==> src/rtl/mbx_pkg.sv <==
package mbx_pkg;
  localparam int NPORT = 2;
  localparam int PORT_A = 0;
  localparam int PORT_B = 1;

  // The port that sits on the other side of a given port.
  function automatic int peer_of(input int p);
    return (p == PORT_A) ? PORT_B : PORT_A;
  endfunction

  // How far below the all-ones address a port's mailbox lies.
  function automatic int box_offset(input int p);
    return (p == PORT_B) ? 0 : 1;
  endfunction

  // Next value of a pending bit; a setting event takes priority over a clearing one.
  function automatic logic next_pending(input logic cur, input logic set_ev,
                                        input logic clr_ev);
    return set_ev | (cur & ~clr_ev);
  endfunction
endpackage

==> src/rtl/mbx_port_decode.sv <==
module mbx_port_decode #(
  parameter int AW = 12
) (
  input  logic          en_i,
  input  logic          we_i,
  input  logic [AW-1:0] addr_i,
  output logic [mbx_pkg::NPORT-1:0] wr_hit_o,
  output logic [mbx_pkg::NPORT-1:0] rd_hit_o
);
  import mbx_pkg::*;

  localparam logic [AW-1:0] TOP_ADDR = {AW{1'b1}};

  function automatic logic [AW-1:0] box_addr(input int p);
    return TOP_ADDR - AW'(box_offset(p));
  endfunction

  logic [NPORT-1:0] match;

  for (genvar p = 0; p < NPORT; p++) begin : g_box
    assign match[p]    = (addr_i == box_addr(p));
    assign wr_hit_o[p] = en_i & we_i & match[p];
    assign rd_hit_o[p] = en_i & ~we_i & match[p];
  end
endmodule

==> src/rtl/mbx_pending_flag.sv <==
module mbx_pending_flag (
  input  logic clk,
  input  logic rst_n,
  input  logic set_i,
  input  logic clr_i,
  output logic irq_n_o
);
  import mbx_pkg::*;

  logic pend_q;

  always_ff @(posedge clk) begin
    if (!rst_n) pend_q <= 1'b0;
    else        pend_q <= next_pending(pend_q, set_i, clr_i);
  end

  assign irq_n_o = ~pend_q;

  // a setting event always leaves the flag pending
  assert_set_wins_R6: assert property (@(posedge clk) disable iff (!rst_n)
    set_i |=> !irq_n_o);
  // a lone clearing read releases the interrupt
  assert_clear_R4: assert property (@(posedge clk) disable iff (!rst_n)
    (clr_i && !set_i) |=> irq_n_o);
  // without an event the output holds
  assert_hold_R9: assert property (@(posedge clk) disable iff (!rst_n)
    (!set_i && !clr_i) |=> $stable(irq_n_o));
endmodule

==> src/rtl/mbx_irq_top.sv <==
module mbx_irq_top #(
  parameter int AW = 12
) (
  input  logic          clk,
  input  logic          rst_n,
  input  logic          a_en,
  input  logic          a_we,
  input  logic [AW-1:0] a_addr,
  input  logic          b_en,
  input  logic          b_we,
  input  logic [AW-1:0] b_addr,
  output logic          a_irq_n,
  output logic          b_irq_n
);
  import mbx_pkg::*;

  logic          en   [NPORT];
  logic          we   [NPORT];
  logic [AW-1:0] addr [NPORT];
  logic [NPORT-1:0] wr_hit [NPORT];
  logic [NPORT-1:0] rd_hit [NPORT];
  logic [NPORT-1:0] set_ev;
  logic [NPORT-1:0] clr_ev;
  logic [NPORT-1:0] own_wr;
  logic [NPORT-1:0] irq_n;

  assign en[PORT_A]   = a_en;
  assign we[PORT_A]   = a_we;
  assign addr[PORT_A] = a_addr;
  assign en[PORT_B]   = b_en;
  assign we[PORT_B]   = b_we;
  assign addr[PORT_B] = b_addr;

  for (genvar p = 0; p < NPORT; p++) begin : g_port
    mbx_port_decode #(.AW(AW)) u_dec (
      .en_i    (en[p]),
      .we_i    (we[p]),
      .addr_i  (addr[p]),
      .wr_hit_o(wr_hit[p]),
      .rd_hit_o(rd_hit[p])
    );
  end

  for (genvar p = 0; p < NPORT; p++) begin : g_flag
    // set: the peer writes into this port's mailbox; clear: owner reads it
    assign set_ev[p] = wr_hit[peer_of(p)][p];
    assign clr_ev[p] = rd_hit[p][p];
    assign own_wr[p] = wr_hit[p][p];

    mbx_pending_flag u_flag (
      .clk    (clk),
      .rst_n  (rst_n),
      .set_i  (set_ev[p]),
      .clr_i  (clr_ev[p]),
      .irq_n_o(irq_n[p])
    );
  end

  assign a_irq_n = irq_n[PORT_A];
  assign b_irq_n = irq_n[PORT_B];

  // port A writing the top address raises B's interrupt
  assert_cross_b_R2: assert property (@(posedge clk) disable iff (!rst_n)
    (a_en && a_we && a_addr == {AW{1'b1}}) |=> !b_irq_n);
  // port B writing the next address raises A's interrupt
  assert_cross_a_R3: assert property (@(posedge clk) disable iff (!rst_n)
    (b_en && b_we && b_addr == {AW{1'b1}} - AW'(1)) |=> !a_irq_n);
  // an own-mailbox write alone never pulls its own interrupt low
  assert_own_a_R5: assert property (@(posedge clk) disable iff (!rst_n)
    (own_wr[PORT_A] && !set_ev[PORT_A] && a_irq_n) |=> a_irq_n);
  assert_own_b_R5: assert property (@(posedge clk) disable iff (!rst_n)
    (own_wr[PORT_B] && !set_ev[PORT_B] && b_irq_n) |=> b_irq_n);
  // an interrupt only falls after the peer wrote the owner's mailbox
  assert_fall_cause_R7: assert property (@(posedge clk) disable iff (!rst_n)
    $fell(a_irq_n) |-> $past(b_en && b_we));
endmodule

==> config.mk <==
export PLATFORM = sky130hd
export DESIGN_NAME = mbx_irq_top
export DESIGN_NICKNAME = d
export VERILOG_FILES = /design/src/rtl/mbx_pkg.sv /design/src/rtl/mbx_port_decode.sv /design/src/rtl/mbx_pending_flag.sv /design/src/rtl/mbx_irq_top.sv
export SDC_FILE = /design/constraint.sdc
export NUM_CORES = 1
export LEC_CHECK = 0
export ABC_AREA = 1
export BUFFER_PORTS_ARGS = -buffer_cell sky130_fd_sc_hd__buf_2
export CORE_AREA = 2 2 39 41
export DETAILED_ROUTE_END_ITERATION = 16
export DIE_AREA = 0 0 41 43
export PLACE_DENSITY = 0.48
export SLEW_MARGIN = 20
export SYNTH_ARGS = -nofsm -noshare
export SYNTH_HDL_FRONTEND = slang
export SYNTH_SLANG_ARGS = --single-unit
==> constraint.sdc <==
create_clock -name clk -period 1.8 [get_ports clk]
set_input_delay 0.18 -clock clk [delete_from_list [all_inputs] [get_ports clk]]
set_output_delay 0.18 -clock clk [all_outputs]
set_load 0.01 [all_outputs]
==> Yosys cells after proc, flatten, opt, wreduce, memory -nomap -nowiden <==
Cells that the tools add are included.
{ "op_classes": {"eq_ne": 4, "bitwise": 18} }
{ "ops": {"columns": ["operator", "count"], "rows": [
  ["12-bit == test, second input constant", 4],
  ["1-bit bitwise AND", 10],
  ["1-bit inverter", 6],
  ["1-bit OR", 2]
]} }
{ "word_totals": {"reg_bits": 2} }

==> Longest topological paths before layout <==
{ "logic_depth": {"depth_word": 6, "depth_mapped": 6, "mapped_depth_nobuf": 6} }

==> Modules after synthesis <==
Synthesis repeated with hierarchy kept, for this count alone.
{ "hier_totals": {"cells_unflattened": 56, "area_unflattened_um2": 267.8} }
{ "by_module_without_submodules": {"columns": ["module", "instances", "cells_each", "area_per_inst_um2", "seq_area_each_um2"], "rows": [
  ["mbx_port_decode", 2, 21, 86.3, 0.0],
  ["mbx_pending_flag", 2, 7, 47.5, 20.0]
]} }

==> Worst setup path before layout <==
Ideal clock, no wire load.
{ "synth_timing": {"kind": "input port to flip-flop", "startpoint": "input a_addr[5]", "endpoint": "register g_flag[0].u_flag.pend_q", "setup_ps": 122, "arrival_ps": 582, "setup_slack_ps": 1097, "stages": 5, "path_buffers": 0, "cell_sequence": "nand2_1 nor2_1 nand2_1 o21ai_0 a21oi_1"} }
{ "synth_between": {"elab_chain_len": 5} }
{ "synth_rtl": {"columns": ["item", "line_no", "source"], "rows": [
  ["start: declaration", "mbx_irq_top.sv:8", "input logic [AW-1:0] a_addr,"],
  ["12-bit == test", "mbx_port_decode.sv:21", "assign match[p] = (addr_i == box_addr(p));"],
  ["1-bit bitwise AND", "mbx_port_decode.sv:23", "assign rd_hit_o[p] = en_i & ~we_i & match[p];"],
  ["1-bit inverter", "mbx_pkg.sv:19", "return set_ev | (cur & ~clr_ev);"],
  ["1-bit bitwise AND", "mbx_pkg.sv:19", null],
  ["1-bit OR", "mbx_pkg.sv:19", null],
  ["end signal: assignment", "mbx_pending_flag.sv:14", "else pend_q <= next_pending(pend_q, set_i, clr_i);"],
  ["end: declaration", "mbx_pending_flag.sv:10", "logic pend_q;"]
]} }
No other way between the ends.
A chain may end at the register's enable or synchronous reset.

==> Worst setup path in the final report <==
{ "layout_timing": {"startpoint": "register g_flag[0].u_flag.pend_q", "endpoint": "output a_irq_n"} }
{ "layout_between": {"elab_chain_len": 1} }
{ "layout_rtl": {"columns": ["item", "line_no", "source"], "rows": [
  ["1-bit inverter", "mbx_pending_flag.sv:17", "assign irq_n_o = ~pend_q;"],
  ["end: declaration", "mbx_irq_top.sv:12", "output logic a_irq_n,"]
]} }
No other way between the ends.

==> flow_summary_export.csv <==
group,metric,value,unit
outcome,status,"completed",
routing,viasPerCell,3.80,
global_route,overflow,0,
die,die_w,41,µm
timing,hold_viol_final,0,
cts,hold_buffers,0,
setup_path,worstPathRequired,1.62,ns
die,io-pin-count,32,
setup_path,crit_path_top_delay_cell,"dfxtp_1",
placed_design,dp_hpwl,547,µm
cts,cts-root-buf,"clkbuf_4",
die,start_util,14.4,%
timing,finalSetupTns,0,ns
timing,timing.final.crit_share,50.1,%
placed_design,place_inst,85,
routing,drt_iter0_markers,1,
timing,setup_viol,0,
layout,layoutNonFillerInstCount,88,
die,dieArea,0.00176,mm²
global_route,grtUsageTotal,8.72,%
pwr,seqPwrFrac,23.5,%
pwr,sw_frac_of_total,23.3,%
pwr,switchingPower,0.0000443,W
timing,finalCriticalPeriod,0.902,ns
global_route,grtUsageMet3,1.57,%
layout,top_regs,"g_flag.u_flag.pend_q (2)",
cts,post_cts_resized,0,
setup_path,end_kind,"primary output",
layout,top_register,"g_flag.u_flag.pend_q",
synthesis,synth_top_cell_by_area,"nand2_1",
layout,drive_gt1_share,50.0,%
pwr,p_per_area,479,mW/mm²
layout,largest_register_ffs,2,
cts,clk_pin_slew,0.03,ns
placed_design,place.gp.congestion,0.565,
die,core,0.00138,mm²
synthesis,ys_types,10,
pwr,p_int,0.000146,W
synthesis,yosysWarningCount,0,
cts,cts-htree-levels,1,
routing,via_count,334,
layout,layout_commonest_cell,"buf_2",
setup_path,cp_max_fo,2,
timing,finClkSkew,0,ns
global_route,grt_pass1_wl,1020,µm
global_route,antenna_found_initial,0,
synthesis,synth_top_area_share,26.4,%
global_route,top_usage_layer,"met2",
cts,cts_setup_buffers,0,
worst_hold_path,hold_class,"input port to flop",
pwr,pwr-share-clk,53.6,%
die,rows,14,
synthesis,synthTopCellsByArea,"nand2_1, dfxtp_1, nor2_1",
timing,rsz0062_at_grt,"no",
routing,ant_nets,0,
job,maxCapViolCount,0,
synthesis,synth_cells,38,
setup_path,cp-start-kind,"flop",
synthesis,synth-seq-cells,2,
die,die_h,43,µm
global_route,first_global_vias,312,
synthesis,syn_nets,68,
cts,clock_sinks,2,
timing,slew_violations,0,
synthesis,synth_area,199,µm²
routing,wl,595,µm
pwr,power.leakage,0.203,nW
global_route,globalRouteMet1Util,7.99,%
global_route,gr-usage-met2,14.7,%
global_route,grt_max_degree,3,
synthesis,ys_seq_area_share,20.1,%
timing,max_freq,1110,MHz
pwr,irDropWorstVdd,0.100,mV
timing,slew_headroom,88.0,%
timing,worst_pin_slew,0.178,ns
layout,area_growth,99.4,%
routing,drcViolationCount,0,
layout,n_fill_cell,169,
layout,nets,104,
setup_path,crit_chain,"inv_1, buf_2",
placed_design,port_buffers,31,
setup_path,arrival,0.72,ns
cts,cts_buffers,3,
routing,wire_per_inst,6.76,µm
cts,cts_tree,"built",
layout,diodes,0,
synthesis,syn_avg_cell_area,5.24,µm²
setup_path,path_class,"flop to primary output",
layout,mostFrequentLayoutCells,"buf_2, nand2_1, nor2_1",
routing,drt_pass1_iterations,2,
cts,clock_path_buffers,2,
setup_path,slowest_delay,0.32,ns
pwr,pwr-share-comb,22.9,%
cts,insertion_delay,0.23,ns
timing,holdWs,0.202,ns
## area by class of cell
class                   count  area, µm²  share of cell area, %
clock buffers               3       22.5                   5.68
inverters                   4       15.0                   3.79
flip-flops and latches      2       40.0                   10.1
multi-input cells          32        144                   36.3
well taps                  16       20.0                   5.05
repair buffers             31        155                   39.1
## cell families (layout without fill, tap and decap cells)
family / after synthesis / count (layout) / synth area share (%)
AND/OR/NAND/NOR: 29 / 29 / 62.9
AO/OA/AOI/OAI: 3 / 3 / 9.43
buffers and inverters: 4 / 38 / 7.54
flip-flops: 2 / 2 / 20.1
## worst max-delay path, delay by kind of cell, from the launching register on
family	cells	cell delay, ns
flops	1	0.32
buf+inv	2	0.17
## final timing paths
path              depth (start not counted)               startpoint                       to  slack, ns
setup / recovery                          2  g_flag[0].u_flag.pend_q                  a_irq_n       0.90
hold / removal                            3                    rst_n  g_flag[1].u_flag.pend_q       0.20
setup reg to reg                          2  g_flag[0].u_flag.pend_q  g_flag[0].u_flag.pend_q       1.18
hold reg to reg                           2  g_flag[1].u_flag.pend_q  g_flag[1].u_flag.pend_q       0.46
## metrics by stage
| stage | setup WS [ns] | area, µm² | utilization, % | power, W |
|---|---|---|---|---|
| 2_1_floorplan | 1.10 | 199 | - | 0.0000575 |
| 3_3_place_gp | 0.970 | 374 | 27.0 | 0.0000886 |
| 3_5_place_dp | 0.926 | 374 | 27.0 | 0.0000893 |
| 4_1_cts | 0.890 | 397 | 28.7 | 0.000195 |
| 5_1_grt | 0.869 | 397 | 28.7 | 0.000208 |
| 6_report | 0.898 | 397 | 28.7 | 0.000190 |
## cells in the mapped netlist
cell type and number:
nand2_1 14, nor2_1 8, nand3_1 5, inv_1 4
dfxtp_1 2, a21oi_1 1, a21oi_2 1, nand3b_1 1
nor3_2 1, o21ai_0 1
## power groups by stage
stage | combinational, W | clock (W) | sequential, W
3_5_place_dp | 0.0000440 | 0 | 0.0000452
3_3_place_gp | 0.0000434 | 0 | 0.0000452
5_1_grt | 0.0000508 | 0.000113 | 0.0000446
6_report | 0.0000435 | 0.000102 | 0.0000447
2_1_floorplan | 0.0000122 | 0 | 0.0000452
4_1_cts | 0.0000441 | 0.000106 | 0.0000446
## per-layer routing
metal | up-vias | share of wire, %
li1 | 188 | -
met1 | 124 | 37
met2 | 20 | 47
met4 | 0 | 2.5
met5 | - | 0
met3 | 2 | 14
No activity file was read; power rests on OpenSTA's default activity.
